### config.mk
export PLATFORM = sky130hd
export DESIGN_NAME = pci_cmd_reg_ctl
export DESIGN_NICKNAME = d
export VERILOG_FILES = /design/src/rtl/pcmd_pkg.sv /design/src/rtl/pcmd_rst_sync.sv /design/src/rtl/pcmd_store.sv /design/src/rtl/pcmd_err_gate.sv /design/src/rtl/pcmd_gates.sv /design/src/rtl/pci_cmd_reg_ctl.sv
export SDC_FILE = /design/constraint.sdc
export NUM_CORES = 1
export LEC_CHECK = 0
export BUFFER_PORTS_ARGS = -buffer_cell sky130_fd_sc_hd__buf_2
export CAP_MARGIN = 0
export CORE_MARGIN = 4
export CORE_UTILIZATION = 29
export CTS_BUF_LIST = sky130_fd_sc_hd__clkbuf_2 sky130_fd_sc_hd__clkbuf_4 sky130_fd_sc_hd__clkbuf_8
export CTS_CLUSTER_DIAMETER = 120
export DETAILED_ROUTE_END_ITERATION = 12
export GPL_TIMING_DRIVEN = 0
export PLACE_DENSITY = 0.73
export SYNTH_ARGS = -nofsm -noshare
export SYNTH_HDL_FRONTEND = slang
export SYNTH_SLANG_ARGS = --single-unit
export TNS_END_PERCENT = 100
### constraint.sdc
create_clock -name clk -period 0.8 [get_ports clk]
set_input_delay 0.12 -clock clk [delete_from_list [all_inputs] [get_ports clk]]
set_output_delay 0.12 -clock clk [all_outputs]
set_load 0.005 [all_outputs]
### src/rtl/pcmd_pkg.sv
package pcmd_pkg;
  localparam int CMD_W   = 16;
  localparam int CODE_W  = 4;
  localparam int B_FBTB  = 9;
  localparam int B_SERR  = 8;
  localparam int B_PERR  = 6;
  localparam int B_MWI   = 4;
  localparam int B_BM    = 2;
  localparam int B_MEM   = 1;
  localparam logic [CMD_W-1:0] WMASK =
    (CMD_W'(1) << B_FBTB) | (CMD_W'(1) << B_SERR) | (CMD_W'(1) << B_PERR) |
    (CMD_W'(1) << B_MWI)  | (CMD_W'(1) << B_BM)   | (CMD_W'(1) << B_MEM);
  localparam logic [CODE_W-1:0] CODE_MWI = 4'hF;
  localparam logic [CODE_W-1:0] CODE_MW  = 4'h7;
endpackage

### src/rtl/pcmd_rst_sync.sv
module pcmd_rst_sync #(
  parameter int STAGES = 2
) (
  input  logic clk,
  input  logic arst_n,
  output logic rst_n
);
  logic [STAGES-1:0] sync_q;
  logic [STAGES-1:0] sync_d;

  always_comb begin
    sync_d = {sync_q[STAGES-2:0], 1'b1};
  end

  always_ff @(posedge clk or negedge arst_n) begin
    if (!arst_n) sync_q <= '0;
    else         sync_q <= sync_d;
  end

  assign rst_n = sync_q[STAGES-1];
endmodule

### src/rtl/pcmd_store.sv
module pcmd_store
  import pcmd_pkg::*;
(
  input  logic             clk,
  input  logic             rst_n,
  input  logic             wr,
  input  logic [CMD_W-1:0] wdata,
  input  logic             soft_rst,
  input  logic             stop_set,
  output logic [CMD_W-1:0] cmd_q
);
  logic [CMD_W-1:0] cmd_d;
  logic             cmd_en;

  assign cmd_en = wr;

  always_comb begin
    cmd_d = cmd_q;
    if (cmd_en) cmd_d = wdata & WMASK;
  end

  always_ff @(posedge clk or negedge rst_n) begin
    if (!rst_n)      cmd_q <= '0;
    else if (cmd_en) cmd_q <= cmd_d;
  end

  assert_wr_lands_R3: assert property (@(posedge clk) disable iff (!rst_n)
    wr |=> cmd_q == ($past(wdata) & WMASK));

  assert_soft_hold_R5: assert property (@(posedge clk) disable iff (!rst_n)
    ((soft_rst || stop_set) && !wr) |=> $stable(cmd_q));

  assert_resv_clear_R1: assert property (@(posedge clk) disable iff (!rst_n)
    wr |=> (cmd_q & ~WMASK) == '0);
endmodule

### src/rtl/pcmd_err_gate.sv
module pcmd_err_gate (
  input  logic clk,
  input  logic rst_n,
  input  logic serr_en,
  input  logic perr_en,
  input  logic addr_err,
  input  logic data_err,
  input  logic master_cyc,
  output logic serr_req,
  output logic perr_req,
  output logic dpe_pulse,
  output logic dataperr_pulse
);
  logic respond;

  always_comb begin
    respond        = perr_en;
    dpe_pulse      = addr_err | data_err;
    serr_req       = addr_err & serr_en & respond;
    perr_req       = data_err & respond;
    dataperr_pulse = data_err & respond & master_cyc;
  end

  assert_quiet_R7: assert property (@(posedge clk) disable iff (!rst_n)
    !perr_en |-> !serr_req && !perr_req && !dataperr_pulse);

  assert_dataperr_R8: assert property (@(posedge clk) disable iff (!rst_n)
    dataperr_pulse |-> perr_req && master_cyc);

  assert_serr_R6: assert property (@(posedge clk) disable iff (!rst_n)
    serr_req |-> dpe_pulse && serr_en && perr_en);

  assert_dpe_R12: assert property (@(posedge clk) disable iff (!rst_n)
    (serr_req || perr_req) |-> dpe_pulse);
endmodule

### src/rtl/pcmd_gates.sv
module pcmd_gates
  import pcmd_pkg::*;
(
  input  logic              clk,
  input  logic              rst_n,
  input  logic              mem_en,
  input  logic              mwi_en,
  input  logic              fbtb_en,
  input  logic              mem_match,
  input  logic              b2b_req,
  output logic              mem_hit,
  output logic [CODE_W-1:0] wr_cmd,
  output logic              b2b_go
);
  always_comb begin
    mem_hit = mem_match & mem_en;
    wr_cmd  = mwi_en ? CODE_MWI : CODE_MW;
    b2b_go  = b2b_req & fbtb_en;
  end

  assert_hit_gate_R9: assert property (@(posedge clk) disable iff (!rst_n)
    mem_hit |-> mem_en && mem_match);

  assert_b2b_gate_R11: assert property (@(posedge clk) disable iff (!rst_n)
    b2b_go |-> fbtb_en);

  assert_code_R10: assert property (@(posedge clk) disable iff (!rst_n)
    (wr_cmd == CODE_MWI) || (wr_cmd == CODE_MW));
endmodule

### src/rtl/pci_cmd_reg_ctl.sv
module pci_cmd_reg_ctl
  import pcmd_pkg::*;
(
  input  logic              clk,
  input  logic              rst_hard_n,
  input  logic              soft_rst,
  input  logic              stop_set,
  input  logic              cfg_wr,
  input  logic [CMD_W-1:0]  cfg_wdata,
  output logic [CMD_W-1:0]  cfg_rdata,
  input  logic              err_addr_par,
  input  logic              err_data_par,
  input  logic              err_master,
  input  logic              mem_match,
  input  logic              b2b_req,
  output logic              en_fbtb,
  output logic              en_serr,
  output logic              en_perr,
  output logic              en_mwi,
  output logic              en_bm,
  output logic              en_mem,
  output logic              serr_req,
  output logic              perr_req,
  output logic              dpe_pulse,
  output logic              dataperr_pulse,
  output logic              mem_hit,
  output logic [CODE_W-1:0] wr_cmd,
  output logic              b2b_go
);
  logic             rst_n;
  logic [CMD_W-1:0] cmd_q;

  pcmd_rst_sync #(.STAGES(2)) u_rst (
    .clk(clk), .arst_n(rst_hard_n), .rst_n(rst_n)
  );

  pcmd_store u_store (
    .clk(clk), .rst_n(rst_n), .wr(cfg_wr), .wdata(cfg_wdata),
    .soft_rst(soft_rst), .stop_set(stop_set), .cmd_q(cmd_q)
  );

  assign cfg_rdata = cmd_q & WMASK;
  assign en_fbtb   = cmd_q[B_FBTB];
  assign en_serr   = cmd_q[B_SERR];
  assign en_perr   = cmd_q[B_PERR];
  assign en_mwi    = cmd_q[B_MWI];
  assign en_bm     = cmd_q[B_BM];
  assign en_mem    = cmd_q[B_MEM];

  pcmd_err_gate u_err (
    .clk(clk), .rst_n(rst_n), .serr_en(en_serr), .perr_en(en_perr),
    .addr_err(err_addr_par), .data_err(err_data_par), .master_cyc(err_master),
    .serr_req(serr_req), .perr_req(perr_req), .dpe_pulse(dpe_pulse),
    .dataperr_pulse(dataperr_pulse)
  );

  pcmd_gates u_gates (
    .clk(clk), .rst_n(rst_n), .mem_en(en_mem), .mwi_en(en_mwi),
    .fbtb_en(en_fbtb), .mem_match(mem_match), .b2b_req(b2b_req),
    .mem_hit(mem_hit), .wr_cmd(wr_cmd), .b2b_go(b2b_go)
  );

  assert_hard_clear_R4: assert property (@(posedge clk)
    !rst_n |-> cfg_rdata == '0);
endmodule

==> results of run 1 <==
[power by group through the flow]
stage / registers (uW) / clock network (uW) / logic [uW]
after floorplan: 481 / 0 / 193
after global placement: 484 / 0 / 308
after detailed placement: 486 / 0 / 315
after CTS: 483 / 320 / 416
after global routing: 496 / 345 / 495
final: 488 / 308 / 458
[cells in the final DEF (no fill, tap or decap)]
cell,Yosys,routed
buf_6,1,20
and2_1,3,2
buf_4,20,16
clkbuf_4,0,3
dlygate4sd3_1,0,1
conb_1,2,14
mux2_4,6,6
and3_4,0,1
dfrtp_1,8,6
and3_1,2,1
buf_2,0,21
dfrtp_2,0,2
and2_4,0,1
or2_2,1,1
[timing repair]
action	4_1_cts	5_1_grt
resized for setup	13	10
hold endpoints to repair	2	0
endpoints found under the setup margin	19	24
buffers inserted	4	2
pin swaps	1	1
hold buffers	1	0
[registers in the layout, summed over array words and instances, names as in the netlist]
signal and flops:
u_store.cmd_q 6, u_rst.sync_q 2
[metrics by stage]
step	worst slack (ps)	power [uW]	setup TNS, ps	instance area (um^2)
after floorplan	11.57	674.5	0	541.8
after global placement	-7.690	792.5	-7.690	716.9
after detailed placement	-33.74	801.1	-42.32	716.9
after CTS	-309.6	1218	-4209	845.8
after global routing	-332.1	1335	-5098	893.4
final	-296.1	1254	-4293	893.4
[worst max path at each step]
| stage | endpoint | slack, ps | start | cells past startpoint |
|---|---|---|---|---|
| 2_1_floorplan | u_store.cmd_q[6] | 10 | u_store.cmd_q[6] | 1 |
| 3_3_place_gp | serr_req | -8 | u_store.cmd_q[6] | 2 |
| 3_5_place_dp | serr_req | -30 | u_store.cmd_q[6] | 2 |
| 4_1_cts | serr_req | -310 | u_store.cmd_q[6] | 2 |
| 5_1_grt | serr_req | -330 | u_store.cmd_q[6] | 2 |
| 6_report | serr_req | -300 | u_store.cmd_q[6] | 2 |
[kinds of logic after synthesis]
kind of cell | share of synthesized area, %
DFF | 40.30
and+or+nand+nor | 7.557
muxes | 18.14
buffers and inverters | 32.49
other | 1.512
[worst max-delay path: cells and delay by family, from the launching register on]
| family | cells | cell delay [ps] |
|---|---|---|
| simple gates | 1 | 180 |
| buf+inv | 1 | 110 |
| flops | 1 | 430 |
[cell usage after synthesis]
master    n  area [um^2]
buf_4    20        150.1
dfrtp_1   8        200.2
mux2_4    6        90.09
and2_1    3        18.77
and3_1    2        12.51
conb_1    2        7.510
buf_6     1        11.26
or2_2     1        6.260
[area by class of cell]
class | count | area, um^2 | share of cell area [%]
timing repair buffer | 37 | 276.5 | 30.95
clock buffer | 3 | 22.52 | 2.521
sequential | 8 | 202.7 | 22.69
tap | 16 | 20.02 | 2.241
multi-input combinational | 26 | 187.7 | 21.01
buffer | 21 | 183.9 | 20.59
[layer usage]
metal	GRT usage, %	vias up
met5	0	-
met4	2.765	0
met3	6.728	2
met2	16.07	29
met1	9.774	178
li1	-	206
==> report_table.html, run 1 <==
<table>
<tr><th>Metric</th><th>Value</th></tr>
<tr><th colspan="2">Timing</th></tr>
<tr><td>Maximum clock skew at final layout</td><td>2.288 ps</td></tr>
<tr><td>Setup slack after layout</td><td>-296.1 ps</td></tr>
<tr><td>Final clock period utilization by the worst path</td><td>137.0%</td></tr>
<tr><td>Min Tclk post-route</td><td>1096 ps</td></tr>
<tr><td>Max-slew violation count</td><td>0</td></tr>
<tr><td>Endpoints failing setup</td><td>24</td></tr>
<tr><td>Hold Fails Final Rpt</td><td>0</td></tr>
<tr><td>Unrepaired setup endpoints after global routing</td><td>true</td></tr>
<tr><td>Minimum hold slack</td><td>92.21 ps</td></tr>
<tr><td>Top achievable clock speed</td><td>912.3 MHz</td></tr>
<tr><th colspan="2">Final layout</th></tr>
<tr><td>Antenna diode count</td><td>0</td></tr>
<tr><td>Final core area utilization</td><td>57.30%</td></tr>
<tr><td>Fraction of layout instances using a drive strength above 1</td><td>74.74%</td></tr>
<tr><td>Final non-filler cell total</td><td>111</td></tr>
<tr><td>Number of inserted filler cells in the final layout</td><td>133</td></tr>
<tr><td>Number of nets in the final layout</td><td>123</td></tr>
<tr><td>Layout area overhead</td><td>79.85%</td></tr>
<tr><th colspan="2">Power and ir drop</th></tr>
<tr><td>Worst supply voltage drop on vdd</td><td>1.291 mV</td></tr>
<tr><td>Power Dens Cells</td><td>1403 mW/mm^2</td></tr>
<tr><td>Leakage power of the design</td><td>0.0005136 uW</td></tr>
<tr><td>Internal</td><td>948.9 uW</td></tr>
<tr><td>Reported net switching power</td><td>304.9 uW</td></tr>
<tr><td>Clock share of power</td><td>24.6%</td></tr>
<tr><td>Proportion of power drawn by combinational gates</td><td>36.5%</td></tr>
<tr><td>Fraction of power consumed by sequential logic</td><td>38.9%</td></tr>
<tr><td>Switch share</td><td>24.32%</td></tr>
<tr><th colspan="2">Floorplan</th></tr>
<tr><td>DIE WIDTH</td><td>49.39 um</td></tr>
<tr><td>Area enclosed by the die boundary</td><td>0.002439 mm^2</td></tr>
<tr><td>Boundary Pins</td><td>58</td></tr>
<tr><td>Initial core utilization</td><td>31.86%</td></tr>
<tr><td>Die Span Y</td><td>49.39 um</td></tr>
<tr><td>Total core area</td><td>0.001559 mm^2</td></tr>
<tr><td>Number of placement rows</td><td>14</td></tr>
<tr><th colspan="2">GRT</th></tr>
<tr><td>Vias in the first global route</td><td>409</td></tr>
<tr><td>Antenna violations before repair</td><td>0</td></tr>
<tr><td>Pin count of the biggest net entering global routing</td><td>7</td></tr>
<tr><td>Total global routing track utilization</td><td>9.706%</td></tr>
<tr><td>Remaining global-route overflow</td><td>0</td></tr>
<tr><td>Wire length of the first global-routing pass</td><td>1.766 mm</td></tr>
<tr><th colspan="2">Setup path</th></tr>
<tr><td>Slack of the worst reg-to-reg path</td><td>-120 ps</td></tr>
<tr><td>Worst path slowest cell</td><td>dfrtp_2</td></tr>
<tr><td>CP Data Required Time</td><td>680 ps</td></tr>
<tr><td>Maximum cell stage delay along the critical path</td><td>430 ps</td></tr>
<tr><td>Category of the critical setup timing path</td><td>register to output port</td></tr>
<tr><td>Critical path capture point type</td><td>output port</td></tr>
<tr><td>Data arrival time at the worst-slack endpoint</td><td>980 ps</td></tr>
<tr><td>Critical Path Start Type</td><td>register</td></tr>
<tr><td>Maximum fanout along the worst path</td><td>6</td></tr>
<tr><td>Reg2reg path depth</td><td>2</td></tr>
<tr><td>Critical path cell sequence</td><td>and3_4, buf_6</td></tr>
<tr><td>RR Startpoint</td><td>u_store.cmd_q[1]</td></tr>
<tr><td>Worst r2r dst</td><td>u_store.cmd_q[1]</td></tr>
<tr><th colspan="2">Placed design</th></tr>
<tr><td>Final HPWL DP</td><td>865 um</td></tr>
<tr><td>Gp weighted congestion</td><td>0.5739</td></tr>
<tr><td>Instance count after placement with tap cells included</td><td>102</td></tr>
<tr><td>Number of port buffers</td><td>31</td></tr>
<tr><th colspan="2">CTS</th></tr>
<tr><td>CTS Sinks</td><td>8</td></tr>
<tr><td>Root cell of the clock tree</td><td>clkbuf_4</td></tr>
<tr><td>TritonCTS clock tree</td><td>done</td></tr>
<tr><td>Clk pin slew, worst setup/hold paths</td><td>50 ps</td></tr>
<tr><td>TritonCTS Buffers</td><td>3</td></tr>
<tr><td>Maximum clock path buffer count</td><td>2</td></tr>
<tr><td>Clk_lat worst skew</td><td>250 ps</td></tr>
<tr><td>H-tree levels</td><td>1</td></tr>
<tr><th colspan="2">Yosys</th></tr>
<tr><td>Register bit count reported by yosys</td><td>8</td></tr>
<tr><td>Number of instances in the synthesized netlist</td><td>43</td></tr>
<tr><td>Part of the Yosys area used for sequential elements</td><td>40.30%</td></tr>
<tr><td>Number of different library cells in the post-synthesis netlist</td><td>8</td></tr>
<tr><td>Number of warnings printed during yosys synthesis</td><td>0</td></tr>
<tr><td>Area of the mapped netlist</td><td>496.7 um^2</td></tr>
<tr><td>Mean cell area of the mapped netlist</td><td>11.55 um^2</td></tr>
<tr><th colspan="2">Drt</th></tr>
<tr><td>Count of nets left with antenna violations after detail routing</td><td>0</td></tr>
<tr><td>Post-route met1 wirelength</td><td>373 um</td></tr>
<tr><td>Routed via count</td><td>415</td></tr>
<tr><td>Routed WL per cell</td><td>10.24 um</td></tr>
<tr><td>Final routed wirelength across all metal layers</td><td>1.137 mm</td></tr>
<tr><td>Post-detailed-route DRC marker count</td><td>0</td></tr>
<tr><td>Highest metal layer used by the detailed router</td><td>met4</td></tr>
<tr><td>Detailed-routing iteration count for the pre-antenna-repair pass</td><td>2</td></tr>
<tr><td>Routed via count divided by cell count</td><td>3.739</td></tr>
<tr><td>Count of routing violations after the opening detailed-route iteration</td><td>1</td></tr>
<tr><td>Met3 WL</td><td>160 um</td></tr>
<tr><td>Met2 wire len</td><td>593 um</td></tr>
<tr><th colspan="2">Worst hold path</th></tr>
<tr><td>Worst hold-check path type</td><td>register to async pin</td></tr>
<tr><th colspan="2">Status</th></tr>
<tr><td>Violated checks</td><td>setup timing</td></tr>
<tr><td>Status</td><td>complete, but fails checks</td></tr>
<tr><th colspan="2">Flow run</th></tr>
<tr><td>Max Cap Viol</td><td>0</td></tr>
</table>
No activity file was read; power rests on OpenSTA's default activity.
==> run 2, diff against run 1 <==
- SETUP_SLACK_MARGIN: default -> 0.1
==> run 2 against run 1 <==
Maximum frequency grew 2.2%. Worst setup slack gained 24 ps. Power fell by 2.0%. Highest routed layer unchanged. Critical endpoint unchanged. Clock skew hardly changed. Critical path type unchanged. Cell count increased by 0.90%. Flip-flop and latch count unchanged. Via count down 2.4%. Worst hold slack barely moved. The run still ends with setup timing left.
==> report_table.html, run 2 (synthesis results as in run 1) <==
<table>
<tr><th>Metric</th><th>Value</th></tr>
<tr><th colspan="2">Floorplan</th></tr>
<tr><td>Total core area</td><td>0.001559 mm^2 (unchanged)</td></tr>
<tr><td>Die Span Y</td><td>49.39 um (unchanged)</td></tr>
<tr><td>Initial core utilization</td><td>31.86% (unchanged)</td></tr>
<tr><td>Number of placement rows</td><td>14 (unchanged)</td></tr>
<tr><td>Area enclosed by the die boundary</td><td>0.002439 mm^2 (unchanged)</td></tr>
<tr><td>DIE WIDTH</td><td>49.39 um (unchanged)</td></tr>
<tr><td>Boundary Pins</td><td>58 (unchanged)</td></tr>
<tr><th colspan="2">Setup path</th></tr>
<tr><td>Reg2reg path depth</td><td>2 (unchanged)</td></tr>
<tr><td>CP Data Required Time</td><td>680 ps (about the same)</td></tr>
<tr><td>Critical path capture point type</td><td>output port</td></tr>
<tr><td>Data arrival time at the worst-slack endpoint</td><td>950 ps (-30 ps)</td></tr>
<tr><td>Critical path cell sequence</td><td>and3_1, buf_2</td></tr>
<tr><td>Worst path slowest cell</td><td>dfrtp_1</td></tr>
<tr><td>RR Startpoint</td><td>u_store.cmd_q[6]</td></tr>
<tr><td>Maximum cell stage delay along the critical path</td><td>410 ps (-20 ps)</td></tr>
<tr><td>Critical Path Start Type</td><td>register</td></tr>
<tr><td>Category of the critical setup timing path</td><td>register to output port</td></tr>
<tr><td>Worst r2r dst</td><td>u_store.cmd_q[6]</td></tr>
<tr><td>Maximum fanout along the worst path</td><td>6 (unchanged)</td></tr>
<tr><td>Slack of the worst reg-to-reg path</td><td>-130 ps (about the same)</td></tr>
<tr><th colspan="2">Power and ir drop</th></tr>
<tr><td>Worst supply voltage drop on vdd</td><td>0.7464 mV (-42%)</td></tr>
<tr><td>Leakage power of the design</td><td>0.0005168 uW (+0.61%)</td></tr>
<tr><td>Power Dens Cells</td><td>1397 mW/mm^2 (-0.44%)</td></tr>
<tr><th colspan="2">Final layout</th></tr>
<tr><td>Layout area overhead</td><td>77.08%</td></tr>
<tr><td>Largest registers</td><td>u_store.cmd_q: 6 flops, u_rst.sync_q: 2 flops</td></tr>
<tr><td>Antenna diode count</td><td>0 (unchanged)</td></tr>
<tr><td>Most frequent cells in the layout</td><td>buf_2, buf_6, buf_4</td></tr>
<tr><td>Final core area utilization</td><td>56.42% (-0.88 points)</td></tr>
<tr><td>Number of nets in the final layout</td><td>124 (+0.81%)</td></tr>
<tr><td>Largest reg by FF count</td><td>u_store.cmd_q</td></tr>
<tr><td>Most common cell after layout, fill and taps aside</td><td>buf_2</td></tr>
<tr><td>Max FFs per register</td><td>6 (unchanged)</td></tr>
<tr><td>Fraction of layout instances using a drive strength above 1</td><td>71.88% (-2.9 points)</td></tr>
<tr><th colspan="2">Drt</th></tr>
<tr><td>Count of nets left with antenna violations after detail routing</td><td>0 (unchanged)</td></tr>
<tr><td>Routed via count divided by cell count</td><td>3.616 (-3.3%)</td></tr>
<tr><td>Count of routing violations after the opening detailed-route iteration</td><td>0 (-1)</td></tr>
<tr><td>Routed via count</td><td>405 (-2.4%)</td></tr>
<tr><td>Detailed-routing iteration count for the pre-antenna-repair pass</td><td>1 (-1)</td></tr>
<tr><td>Routed WL per cell</td><td>9.571 um (-6.6%)</td></tr>
<tr><td>Post-detailed-route DRC marker count</td><td>0 (unchanged)</td></tr>
<tr><td>Final routed wirelength across all metal layers</td><td>1.072 mm (-5.7%)</td></tr>
<tr><th colspan="2">Timing</th></tr>
<tr><td>Max-slew violation count</td><td>0 (unchanged)</td></tr>
<tr><td>Minimum hold slack</td><td>91.99 ps (-0.2217 ps)</td></tr>
<tr><td>Maximum clock skew at final layout</td><td>2.560 ps (+0.2713 ps)</td></tr>
<tr><td>Unrepaired setup endpoints after global routing</td><td>true</td></tr>
<tr><td>Final clock period utilization by the worst path</td><td>134.0% (-3.0 points)</td></tr>
<tr><td>Endpoints failing setup</td><td>24 (unchanged)</td></tr>
<tr><td>Setup slack after layout</td><td>-272.1 ps (+24.02 ps)</td></tr>
<tr><td>Min Tclk post-route</td><td>1072 ps (-24.02 ps)</td></tr>
<tr><td>Top achievable clock speed</td><td>932.7 MHz (+2.2%)</td></tr>
<tr><td>Hold Fails Final Rpt</td><td>0 (unchanged)</td></tr>
<tr><th colspan="2">CTS</th></tr>
<tr><td>TritonCTS Buffers</td><td>3 (unchanged)</td></tr>
<tr><td>Root cell of the clock tree</td><td>clkbuf_4</td></tr>
<tr><td>TritonCTS clock tree</td><td>done</td></tr>
<tr><td>CTS Sinks</td><td>8 (unchanged)</td></tr>
<tr><td>Clk_lat worst skew</td><td>250 ps (about the same)</td></tr>
<tr><td>Maximum clock path buffer count</td><td>2 (unchanged)</td></tr>
<tr><td>Clk pin slew, worst setup/hold paths</td><td>50 ps (about the same)</td></tr>
<tr><td>H-tree levels</td><td>1 (unchanged)</td></tr>
<tr><th colspan="2">GRT</th></tr>
<tr><td>Vias in the first global route</td><td>366 (-11%)</td></tr>
<tr><td>Remaining global-route overflow</td><td>0 (unchanged)</td></tr>
<tr><td>Pin count of the biggest net entering global routing</td><td>7 (unchanged)</td></tr>
<tr><td>Antenna violations before repair</td><td>0 (unchanged)</td></tr>
<tr><td>Wire length of the first global-routing pass</td><td>1.621 mm (-8.2%)</td></tr>
<tr><td>Total global routing track utilization</td><td>8.940% (-0.77 points)</td></tr>
<tr><th colspan="2">Placed design</th></tr>
<tr><td>Gp weighted congestion</td><td>0.5721 (-0.31%)</td></tr>
<tr><td>Final HPWL DP</td><td>857.3 um (-0.89%)</td></tr>
<tr><td>Number of port buffers</td><td>31 (unchanged)</td></tr>
<tr><th colspan="2">Worst hold path</th></tr>
<tr><td>Worst hold-check path type</td><td>register to async pin</td></tr>
<tr><th colspan="2">Status</th></tr>
<tr><td>Violated checks</td><td>setup timing</td></tr>
<tr><td>Status</td><td>complete, but fails checks</td></tr>
<tr><th colspan="2">Flow run</th></tr>
<tr><td>Max Cap Viol</td><td>0 (unchanged)</td></tr>
</table>
-- run 2: worst max-delay path by stage --
stage	from	endpoint	cells after the start
floorplan	u_store.cmd_q[6]	u_store.cmd_q[6]	1
global placement	u_store.cmd_q[6]	serr_req	2
detailed placement	u_store.cmd_q[6]	serr_req	2
CTS	u_store.cmd_q[6]	serr_req	2
global route	u_store.cmd_q[6]	serr_req	2
finish	u_store.cmd_q[6]	serr_req	2
-- run 2: worst max-delay path, delay by kind of cell, from the launching register on --
kind | cells | cell delay (ps)
simple gates | 1 | 170
buf+inv | 1 | 120
flops | 1 | 410
-- run 2: final cells by class --
cell class	count	area, um^2
fill	147	679.4
timing repair buffer	38	271.5
sequential	8	201.4
buffer	21	183.9
multi-input combinational	26	180.2
clock buffer	3	22.52
tap	16	20.02
-- run 2: power breakdown --
part	switching [uW]	internal [uW]	leakage [uW]
clock network	125	171	0.0000138
logic	120	326	0.000410
registers	44.2	442	0.0000925
total	290	939	0.000517
-- run 2: routing by layer --
metal  track usage [%]  vias up  wire length, um
li1                  -      210                -
met1             9.023      163              365
met2             14.96       30              555
met3             6.728        2              135
met4             1.382        0               15
met5                 0        -                0
-- run 2: stage by stage --
| stage | total power, uW | setup slack [ps] | instance area, um^2 | std cells | setup TNS (ps) |
|---|---|---|---|---|---|
| after floorplan | 674.5 | 11.57 | 541.8 | 55 | 0 |
| after global placement | 792.9 | -7.507 | 716.9 | 102 | -7.507 |
| after detailed placement | 801.4 | -14.99 | 716.9 | 102 | -21.15 |
| after CTS | 1225 | -290.2 | 857.1 | 111 | -4266 |
| after global routing | 1317 | -330.4 | 879.6 | 112 | -5151 |
| final | 1229 | -272.1 | 879.6 | 112 | -4228 |
-- run 2: what timing repair did --
item | 4_1_cts | 5_1_grt
buffers inserted | 5 | 2
hold buffers | 1 | 0
endpoints found under the setup margin | 25 | 25
endpoints found under the hold margin | 2 | 0
gates resized for setup | 14 | 4
pin swaps | 1 | 1
==> run 3, diff against run 2 <==
- ABC_AREA: default -> 1
- PLACE_DENSITY: 0.73 -> 0.74
==> run 3 against run 2 <==
The run still ends with setup timing left. Via count up 20%. Largest cell class unchanged. Count of clock-buffer cells in the layout did not move. Worst setup slack improved by 17 ps.
==> report_table.html, run 3 <==
<table>
<tr><th>Metric</th><th>Value</th></tr>
<tr><th colspan="2">Placed design</th></tr>
<tr><td>Area after DPL</td><td>701.9 um^2 (-2.1%)</td></tr>
<tr><td>Gp weighted congestion</td><td>0.5848 (+2.2%)</td></tr>
<tr><td>Final HPWL DP</td><td>922.6 um (+7.6%)</td></tr>
<tr><td>Number of port buffers</td><td>32 (+3.2%)</td></tr>
<tr><th colspan="2">Yosys</th></tr>
<tr><td>Mean cell area of the mapped netlist</td><td>7.815 um^2 (-32%)</td></tr>
<tr><td>Most area-hungry cell type in the Yosys netlist</td><td>dfrtp_1</td></tr>
<tr><td>Part of the Yosys area used for sequential elements</td><td>41.99% (+1.7 points)</td></tr>
<tr><td>Top-area cell type share of the netlist area</td><td>41.99% (+1.7 points)</td></tr>
<tr><td>Area of the mapped netlist</td><td>476.7 um^2 (-4.0%)</td></tr>
<tr><td>Cell types with the largest area share after synthesis</td><td>dfrtp_1, buf_4, nand2_1</td></tr>
<tr><td>Number of enable-type register cells in the synthesized netlist</td><td>0 (unchanged)</td></tr>
<tr><td>Library cell with the highest instance count after synthesis</td><td>nand2_1</td></tr>
<tr><td>Number of different library cells in the post-synthesis netlist</td><td>8 (unchanged)</td></tr>
<tr><td>Number of instances in the synthesized netlist</td><td>61 (+42%)</td></tr>
<tr><td>Top cells by count, synth</td><td>nand2_1, buf_4, dfrtp_1, inv_1</td></tr>
<tr><td>Asr flop ratio synth</td><td>100.0% (unchanged)</td></tr>
<tr><td>Top flip-flop cell by instance count after synthesis</td><td>dfrtp_1</td></tr>
<tr><td>Register bit count reported by yosys</td><td>8 (unchanged)</td></tr>
<tr><td>Number of warnings printed during yosys synthesis</td><td>0 (unchanged)</td></tr>
<tr><th colspan="2">Timing</th></tr>
<tr><td>Unrepaired setup endpoints after global routing</td><td>true</td></tr>
<tr><td>Maximum clock skew at final layout</td><td>4.508 ps (+1.949 ps)</td></tr>
<tr><td>Final TNS setup</td><td>-3571 ps (+656.7 ps)</td></tr>
<tr><td>Min Tclk post-route</td><td>1055 ps (-17.48 ps)</td></tr>
<tr><td>Setup slack after layout</td><td>-254.6 ps (+17.48 ps)</td></tr>
<tr><td>Top achievable clock speed</td><td>948.2 MHz (+1.7%)</td></tr>
<tr><td>Final clock period utilization by the worst path</td><td>131.8% (-2.2 points)</td></tr>
<tr><td>Endpoints failing setup</td><td>18 (-25%)</td></tr>
<tr><td>Hold Fails Final Rpt</td><td>0 (unchanged)</td></tr>
<tr><td>Max-slew violation count</td><td>0 (unchanged)</td></tr>
<tr><th colspan="2">Final layout</th></tr>
<tr><td>Most frequent cells in the layout</td><td>buf_2, buf_6, nand2_1</td></tr>
<tr><td>Antenna diode count</td><td>0 (unchanged)</td></tr>
<tr><td>Number of nets in the final layout</td><td>142 (+15%)</td></tr>
<tr><td>Largest registers</td><td>u_store.cmd_q: 6 flops, u_rst.sync_q: 2 flops</td></tr>
<tr><td>Layout area overhead</td><td>85.56%</td></tr>
<tr><td>Most common cell after layout, fill and taps aside</td><td>buf_2</td></tr>
<tr><td>Largest reg by FF count</td><td>u_store.cmd_q</td></tr>
<tr><td>Finished layout cell area</td><td>884.6 um^2 (+0.57%)</td></tr>
<tr><td>Number of inserted filler cells in the final layout</td><td>141 (-4.1%)</td></tr>
<tr><td>Max FFs per register</td><td>6 (unchanged)</td></tr>
<tr><td>Fraction of layout instances using a drive strength above 1</td><td>60.53% (-11 points)</td></tr>
<tr><th colspan="2">Setup path</th></tr>
<tr><td>Category of the critical setup timing path</td><td>register to output port</td></tr>
<tr><td>Slack of the worst reg-to-reg path</td><td>30 ps (+160 ps)</td></tr>
<tr><td>Worst r2r dst</td><td>u_store.cmd_q[6]</td></tr>
<tr><td>RR Startpoint</td><td>u_store.cmd_q[6]</td></tr>
<tr><td>Critical path buffers and inverters</td><td>2 (+1)</td></tr>
<tr><td>Kind of cell with the highest combined delay on the critical path</td><td>flip-flops</td></tr>
<tr><td>CP Data Required Time</td><td>680 ps (about the same)</td></tr>
<tr><td>Maximum fanout along the worst path</td><td>5 (-1)</td></tr>
<tr><td>Critical Path Start Type</td><td>register</td></tr>
<tr><td>Stages on the worst setup path</td><td>3 (+1)</td></tr>
<tr><td>Data arrival time at the worst-slack endpoint</td><td>930 ps (-20 ps)</td></tr>
<tr><td>Worst path slowest cell</td><td>dfrtp_2</td></tr>
<tr><td>Critical path cell sequence</td><td>nand2_2, inv_1, buf_2</td></tr>
<tr><td>Maximum cell stage delay along the critical path</td><td>430 ps (+20 ps)</td></tr>
<tr><td>Reg2reg path depth</td><td>3 (+1)</td></tr>
<tr><td>Critical path capture point type</td><td>output port</td></tr>
<tr><th colspan="2">Power and ir drop</th></tr>
<tr><td>Power Dens Cells</td><td>1345 mW/mm^2 (-3.8%)</td></tr>
<tr><td>Worst supply voltage drop on vdd</td><td>1.226 mV (+64%)</td></tr>
<tr><td>Leakage power of the design</td><td>0.0005574 uW (+7.9%)</td></tr>
<tr><th colspan="2">Drt</th></tr>
<tr><td>Post-detailed-route DRC marker count</td><td>0 (unchanged)</td></tr>
<tr><td>Detailed-routing iteration count for the pre-antenna-repair pass</td><td>3 (+2)</td></tr>
<tr><td>Count of nets left with antenna violations after detail routing</td><td>0 (unchanged)</td></tr>
<tr><td>Routed WL per cell</td><td>9.985 um (+4.3%)</td></tr>
<tr><td>Count of routing violations after the opening detailed-route iteration</td><td>2 (+2)</td></tr>
<tr><td>Final routed wirelength across all metal layers</td><td>1.298 mm (+21%)</td></tr>
<tr><td>Routed via count divided by cell count</td><td>3.746 (+3.6%)</td></tr>
<tr><td>Routed via count</td><td>487 (+20%)</td></tr>
<tr><th colspan="2">CTS</th></tr>
<tr><td>TritonCTS clock tree</td><td>done</td></tr>
<tr><td>Maximum clock path buffer count</td><td>2 (unchanged)</td></tr>
<tr><td>Root cell of the clock tree</td><td>clkbuf_4</td></tr>
<tr><td>CTS Sinks</td><td>8 (unchanged)</td></tr>
<tr><td>Clk pin slew, worst setup/hold paths</td><td>50 ps (about the same)</td></tr>
<tr><td>H-tree levels</td><td>1 (unchanged)</td></tr>
<tr><td>Clk_lat worst skew</td><td>260 ps (about the same)</td></tr>
<tr><td>TritonCTS Buffers</td><td>3 (unchanged)</td></tr>
<tr><th colspan="2">Status</th></tr>
<tr><td>Violated checks</td><td>setup timing</td></tr>
<tr><td>Status</td><td>complete, but fails checks</td></tr>
<tr><th colspan="2">GRT</th></tr>
<tr><td>Vias in the first global route</td><td>469 (+28%)</td></tr>
<tr><td>Total global routing track utilization</td><td>11.01% (+2.1 points)</td></tr>
<tr><td>Antenna violations before repair</td><td>0 (unchanged)</td></tr>
<tr><td>Remaining global-route overflow</td><td>0 (unchanged)</td></tr>
<tr><td>Pin count of the biggest net entering global routing</td><td>8 (+1)</td></tr>
<tr><td>Wire length of the first global-routing pass</td><td>2.014 mm (+24%)</td></tr>
<tr><th colspan="2">Floorplan</th></tr>
<tr><td>DIE WIDTH</td><td>48.55 um (-1.7%)</td></tr>
<tr><td>Initial core utilization</td><td>31.28% (-0.58 points)</td></tr>
<tr><td>Total core area</td><td>0.001524 mm^2 (-2.2%)</td></tr>
<tr><td>Number of placement rows</td><td>14 (unchanged)</td></tr>
<tr><td>Boundary Pins</td><td>58 (unchanged)</td></tr>
<tr><td>Die Span Y</td><td>48.55 um (-1.7%)</td></tr>
<tr><td>Area enclosed by the die boundary</td><td>0.002357 mm^2 (-3.4%)</td></tr>
<tr><th colspan="2">Worst hold path</th></tr>
<tr><td>Worst hold-check path type</td><td>input port to register</td></tr>
<tr><td>Worst hold stages</td><td>3</td></tr>
<tr><td>Sink of the worst hold path</td><td>u_store.cmd_q[2]</td></tr>
<tr><td>Hold Path Origin</td><td>cfg_wdata[2]</td></tr>
<tr><th colspan="2">Flow run</th></tr>
<tr><td>Max Cap Viol</td><td>0 (unchanged)</td></tr>
</table>
## run 3: report_power, final
| part | internal [uW] | switching, uW |
|---|---|---|
| Clock | 172 | 137 |
| Sequential | 438 | 41.6 |
| Combinational | 268 | 133 |
## run 3: worst max-delay path by stage
stage / startpoint / end / slack (ps)
global route: u_store.cmd_q[8] / serr_req / -350
floorplan: u_store.cmd_q[6] / dataperr_pulse / 110
global placement: u_store.cmd_q[6] / cfg_rdata[6] / 30
finish: u_store.cmd_q[6] / perr_req / -250
CTS: u_store.cmd_q[6] / dataperr_pulse / -270
detailed placement: u_store.cmd_q[6] / dataperr_pulse / 2
## run 3: cell families (layout without fill, tap and decap cells)
logic type | Yosys count | count (layout) | share of synthesized area (%)
other cells | 2 | 14 | 1.575
buf+inv | 26 | 67 | 36.22
simple gates | 25 | 25 | 20.21
flops | 8 | 8 | 41.99
## run 3: cell type report
| cell class | instances | area (um^2) | area share, % |
|---|---|---|---|
| plain buffers | 20 | 176.4 | 19.94 |
| multi-input cells | 39 | 166.4 | 18.81 |
| inverters | 6 | 22.52 | 2.546 |
| repair buffers | 38 | 275.3 | 31.12 |
| well taps | 16 | 20.02 | 2.263 |
| flip-flops and latches | 8 | 201.4 | 22.77 |
| clock buffers | 3 | 22.52 | 2.546 |
## run 3: worst min-delay path, cell delays in order
cell     delay (ps)
buf_2            70
nand2_1          40
nand2_1          50
## run 3: layer usage
layer | part of all wire (%) | track usage [%] | routed length, um
met5 | 0 | 0 | 0
met3 | 11 | 7.362 | 142
met1 | 28 | 9.641 | 357
met2 | 58 | 19.57 | 759
met4 | 2.9 | 4.036 | 38
## run 3: metrics by stage
step | power, uW | setup WS, ps | utilization (%) | hold slack (ps) | instances
finish | 1189 | -254.6 | 58.05 | 59.48 | 130
global route | 1278 | -348.4 | 58.05 | 69.28 | 130
floorplan | 628.3 | 111.5 | - | -175.6 | 73
detailed placement | 749.8 | 1.728 | 46.06 | -90.32 | 121
global placement | 740.7 | 25.43 | 46.06 | -93.81 | 121
CTS | 1156 | -266.2 | 54.68 | 53.80 | 129
## run 3: repair_timing
item	in CTS	in global routing
buffers inserted	4	3
pin swaps	4	5
hold endpoints to repair	2	0
hold buffers	1	0
resized for setup	14	13
gates cloned	0	0
endpoints found under the setup margin	19	23
